<file path="config.mk">
export PLATFORM = sky130hd
export DESIGN_NAME = link_bringup_seq
export DESIGN_NICKNAME = d
export VERILOG_FILES = /design/src/rtl/link_bringup_seq.sv
export SDC_FILE = /design/constraint.sdc
export NUM_CORES = 1
export LEC_CHECK = 0
export BUFFER_PORTS_ARGS = -buffer_cell sky130_fd_sc_hd__buf_2
export CORE_ASPECT_RATIO = 1.25
export CORE_MARGIN = 4
export CORE_UTILIZATION = 40
export DETAILED_ROUTE_END_ITERATION = 12
export GPL_ROUTABILITY_DRIVEN = 0
export PLACE_DENSITY_LB_ADDON = 0.2
export SYNTH_ARGS = -nofsm -noshare
export SYNTH_HDL_FRONTEND = slang
export SYNTH_SLANG_ARGS = --single-unit
</file>
<file path="constraint.sdc">
create_clock -name clk -period 4.1 [get_ports clk]
set_input_delay 0.82 -clock clk [delete_from_list [all_inputs] [get_ports clk]]
set_output_delay 0.82 -clock clk [all_outputs]
set_load 0.03 [all_outputs]
</file>
<file path="src/rtl/link_bringup_seq.sv">
module link_bringup_seq #(
  parameter int POLL_LIMIT = 200,
  parameter int POLL_GAP   = 100,
  parameter int GEN_W      = 4
) (
  input  logic             clk,
  input  logic             rst_n,
  input  logic             start,
  input  logic             link_up,
  input  logic             spd_chg_busy,
  input  logic [GEN_W-1:0] link_gen,
  output logic [GEN_W-1:0] speed_cap,
  output logic             ltssm_en,
  output logic             spd_chg_req,
  output logic             done,
  output logic             fail,
  output logic [GEN_W-1:0] neg_gen
);

  localparam int GW = $clog2(POLL_GAP + 2);
  localparam int NW = $clog2(POLL_LIMIT + 1);

  typedef enum logic [2:0] {S_IDLE, S_CAP1, S_WAIT1, S_CAP2, S_SPD, S_WAIT2} st_t;

  st_t           state;
  logic [GW-1:0] gap;
  logic [NW-1:0] polls;

  logic tick, ok, last;
  assign tick = (gap == '0);
  assign ok   = (state == S_SPD) ? !spd_chg_busy : link_up;
  assign last = (polls == NW'(POLL_LIMIT - 1));

  always_ff @(posedge clk) begin
    if (!rst_n) begin
      state       <= S_IDLE;
      speed_cap   <= '0;
      ltssm_en    <= 1'b0;
      spd_chg_req <= 1'b0;
      done        <= 1'b0;
      fail        <= 1'b0;
      neg_gen     <= '0;
      gap         <= '0;
      polls       <= '0;
    end else begin
      done        <= 1'b0;
      fail        <= 1'b0;
      spd_chg_req <= 1'b0;
      case (state)
        S_IDLE: if (start) begin
          speed_cap <= GEN_W'(1);
          ltssm_en  <= 1'b0;
          neg_gen   <= '0;
          state     <= S_CAP1;
        end
        S_CAP1: begin
          ltssm_en <= 1'b1;
          gap      <= GW'(POLL_GAP);
          polls    <= '0;
          state    <= S_WAIT1;
        end
        S_CAP2: begin
          speed_cap   <= GEN_W'(2);
          spd_chg_req <= 1'b1;
          gap         <= GW'(POLL_GAP);
          polls       <= '0;
          state       <= S_SPD;
        end
        default: begin
          if (!tick) begin
            gap <= gap - 1'b1;
          end else if (ok) begin
            if (state == S_WAIT1) begin
              state <= S_CAP2;
            end else if (state == S_SPD) begin
              gap   <= GW'(POLL_GAP);
              polls <= '0;
              state <= S_WAIT2;
            end else begin
              done    <= 1'b1;
              neg_gen <= link_gen;
              state   <= S_IDLE;
            end
          end else if (last) begin
            fail  <= 1'b1;
            state <= S_IDLE;
          end else begin
            polls <= polls + 1'b1;
            gap   <= GW'(POLL_GAP);
          end
        end
      endcase
    end
  end

  AST_CAP_BEFORE_TRAIN: assert property (@(posedge clk) disable iff (!rst_n)
    $rose(ltssm_en) |-> (speed_cap == GEN_W'(1)) && ($past(speed_cap) == GEN_W'(1)));
  AST_POLL_BOUND: assert property (@(posedge clk) disable iff (!rst_n)
    polls < NW'(POLL_LIMIT));
  AST_REQ_ONE_CYCLE: assert property (@(posedge clk) disable iff (!rst_n)
    spd_chg_req |=> !spd_chg_req);
  AST_REQ_AT_GEN2: assert property (@(posedge clk) disable iff (!rst_n)
    spd_chg_req |-> speed_cap == GEN_W'(2));
  AST_DONE_AT_GEN2: assert property (@(posedge clk) disable iff (!rst_n)
    done |-> (speed_cap == GEN_W'(2)) && ltssm_en);
  AST_GEN_LATCH: assert property (@(posedge clk) disable iff (!rst_n)
    $rose(done) |-> neg_gen == $past(link_gen));
  AST_NO_BOTH: assert property (@(posedge clk) disable iff (!rst_n)
    !(done && fail));
  AST_DONE_PULSE: assert property (@(posedge clk) disable iff (!rst_n)
    (done || fail) |=> !(done || fail));

endmodule

</file>
==> reports/metrics.csv <==
stage,metric,value,unit
clocking,total clock buffers created by CTS,3,
setup_path,cell family with most CP delay,buffers and inverters,
clocking,Root Driver,clkbuf_8,
detailed_routing,drt total wl,3.44,mm
power_and_ir_drop,Clock Power Share,0.138,
sta,Slew HR,0.619,
power_and_ir_drop,internal cell power,0.000589,W
sta,Worst Hold Margin,0.460,ns
detailed_routing,residual DRC count,0,
yosys,post-synthesis sequential area ratio,0.367,
setup_path,Worst EP required,4.31,ns
sta,setup slack after layout,1.88,ns
yosys,Synth async-reset ratio,0,
finish,Final Util,0.464,
yosys,Gate Count Post-Synth,190,
detailed_routing,Via density,6.00,
finish,Non-Filler Instances,241,
global_routing,global route total overflow,0,
floorplan,die height,77.1,um
finish,Multi-input gate area,891,um^2
yosys,register bit total from synthesis,28,
clocking,TritonCTS clock tree,done,
finish,Final nets,216,
detailed_routing,WL/cell,14.3,um
clocking,htree depth,1,
sta,setup TNS,0,ns
job,Max-Cap Viols,0,
power_and_ir_drop,Peak VDD IR,0.248,mV
sta,Period minus WS final,2.22,ns
clocking,CTS clock-pin slew for the worst setup and hold paths,0.09,ns
sta,Slew @ Worst Pin,0.569,ns
floorplan,Die Area,4870,um^2
sta,final worst path period share,0.542,
setup_path,critical-path cell list,buf_2 > clkinv_1 > or4_1 > nor2_1,
setup_path,worst stage delay on the critical path,0.67,ns
global_routing,initial antenna violation count,0,
finish,"commonest non-fill, non-tap cell in the layout",dfxtp_1,
yosys,"Top FF cell, synth",dfxtp_1,
power_and_ir_drop,Static Leak,0.640,nW
finish,"Area growth, synth to finish",8.61,%
global_routing,largest net degree at the start of global routing,20,
power_and_ir_drop,switching power share of the total,0.447,
sta,"Hold Vio Cnt, Final",0,
yosys,Post-Synthesis Cell Area,1530,um^2
global_routing,first-pass GRT wire length,6.09,mm
yosys,synthesized area per cell,8.03,um^2
status,status,"finished, final reports clean",
clocking,Resized cells post-CTS,0,
finish,most frequent cells in the layout,"dfxtp_1 (28), buf_2 (18), nand2_1 (16), a21oi_1 (15), nor2_1 (12)",
power_and_ir_drop,Psw,0.000475,W
worst_hold_path,worst hold path class,reg2reg,
yosys,Ys Warns,0,
placed_design,cell count after placement,238,
placed_design,dpl ws,1.60,ns
power_and_ir_drop,Logic pwr share,0.497,
setup_path,Crit Path Class,in2reg,
sta,RSZ-0062 raised after global routing,no,
setup_path,worst path bufs/invs,2,
finish,share of layout cells above drive strength 1,0.144,
sta,Setup-failing EPs final,0,
sta,fin. max-slew vios,0,
floorplan,IO Pins,21,
clocking,Bufs on Longest Clock Path,2,
sta,Peak Freq,450,MHz
detailed_routing,vias,1446,
setup_path,crit-path max FO,19,
placed_design,dpl hpwl,2.57,mm
global_routing,total track usage,0.149,
clocking,cts hold-fix bufs,0,
setup_path,CP Launch Type,primary input,
yosys,number of synthesized flops with an enable pin,0,
detailed_routing,Iter 0 DRT Violations,70,
detailed_routing,DR pass1 iterations,4,
detailed_routing,Routed Antenna Nets,0,
setup_path,CP arrival,2.43,ns
clocking,setup bufs post-CTS,0,
yosys,library cells used by synthesis,49,
power_and_ir_drop,share of power burned in registers,0.365,
floorplan,row count,24,
clocking,clk sink count,28,
finish,register area,561,um^2
sta,clk_skew,0.00145,ns
finish,# diodes,0,
setup_path,Setup crit end kind,flip-flop,
setup_path,Worst path slowest cell,or4_1,
power_and_ir_drop,PwrDens,642,nW/um^2
finish,Fillers,374,
placed_design,Port Buffers,18,
clocking,clk_lat worst skew,0.27,ns
floorplan,initial core utilization,0.427,
floorplan,area of the core,3570,um^2
global_routing,vias in the first global route,1347,
floorplan,DIE WIDTH,63.3,um
==> cell type report <==
type / instances / share of cell area
clock buffer: 3 / 0.0249
multi-input combinational: 146 / 0.537
inverter: 7 / 0.0158
timing repair buffer: 18 / 0.0543
sequential: 28 / 0.338
tap: 39 / 0.0294
==> worst reg2reg max path, stage by stage (launching register included) <==
cell     delay, ns
dfxtp_1       0.36
inv_1         0.10
ha_1          0.18
or3b_1        0.45
o21ai_2       0.25
nand3_1       0.19
or3_1         0.39
a21oi_1       0.16
==> final timing paths <==
| check | to | slack (ns) | cells after the start | from |
|---|---|---|---|---|
| worst max-delay path | fail | 1.88 | 4 | rst_n |
| worst min-delay path | speed_cap[1] | 0.46 | 2 | speed_cap[1] |
| worst max register to register | polls[6] | 1.96 | 7 | gap[0] |
| worst min register to register | speed_cap[1] | 0.46 | 2 | speed_cap[1] |
==> state kept, by name, summed over array words and instances (netlist names) <==
register     count
state            3
spd_chg_req      1
neg_gen          4
speed_cap        2
fail             1
done             1
polls            8
ltssm_en         1
gap              7
==> metal layers <==
metal  global-route usage  up-vias  share of wire
li1                     -      731              -
met1                0.192      668           0.44
met2                0.260       45           0.50
met3               0.0190        2          0.050
met4               0.0389        0         0.0067
met5                    0        -              0
==> logic make-up (layout without fill, tap and decap cells) <==
family          after synthesis  after routing  share of synthesized area
fa+ha+maj                     3              3                     0.0246
simple gates                 81             81                      0.286
flops                        28             28                      0.367
compound gates               60             60                      0.268
other cells                   1              2                    0.00246
buf+inv                      17             28                     0.0516
==> power by group through the flow <==
stage	registers (W)	logic [W]	clock network (W)
floorplan	0.000377	0.000438	0
global placement	0.000393	0.000516	0
detailed placement	0.000394	0.000525	0
CTS	0.000387	0.000529	0.000151
global route	0.000399	0.000599	0.000166
finish	0.000389	0.000528	0.000147
==> cells in the mapped netlist (all sizes together), types with 4 or more instances <==
cell type | number | area [um^2]
dfxtp | 28 | 561
nand2 | 16 | 60.1
a21oi | 15 | 75.1
nor2 | 12 | 45.0
o21ai | 12 | 63.8
nor3 | 11 | 60.1
and2 | 7 | 43.8
clkbuf | 7 | 26.3
nand3 | 7 | 35.0
inv | 6 | 22.5
or3 | 6 | 37.5
o22ai | 5 | 31.3
nor3b | 4 | 30.0
o211ai | 4 | 35.0
o21a | 4 | 30.0
==> metrics by stage <==
stage          power [W]  cell area [um^2]
2_1_floorplan   0.000815              1530
3_3_place_gp    0.000909              1620
3_5_place_dp    0.000919              1620
4_1_cts          0.00107              1660
5_1_grt          0.00116              1660
6_report         0.00106              1660
Power figures use the tool's default switching activity.
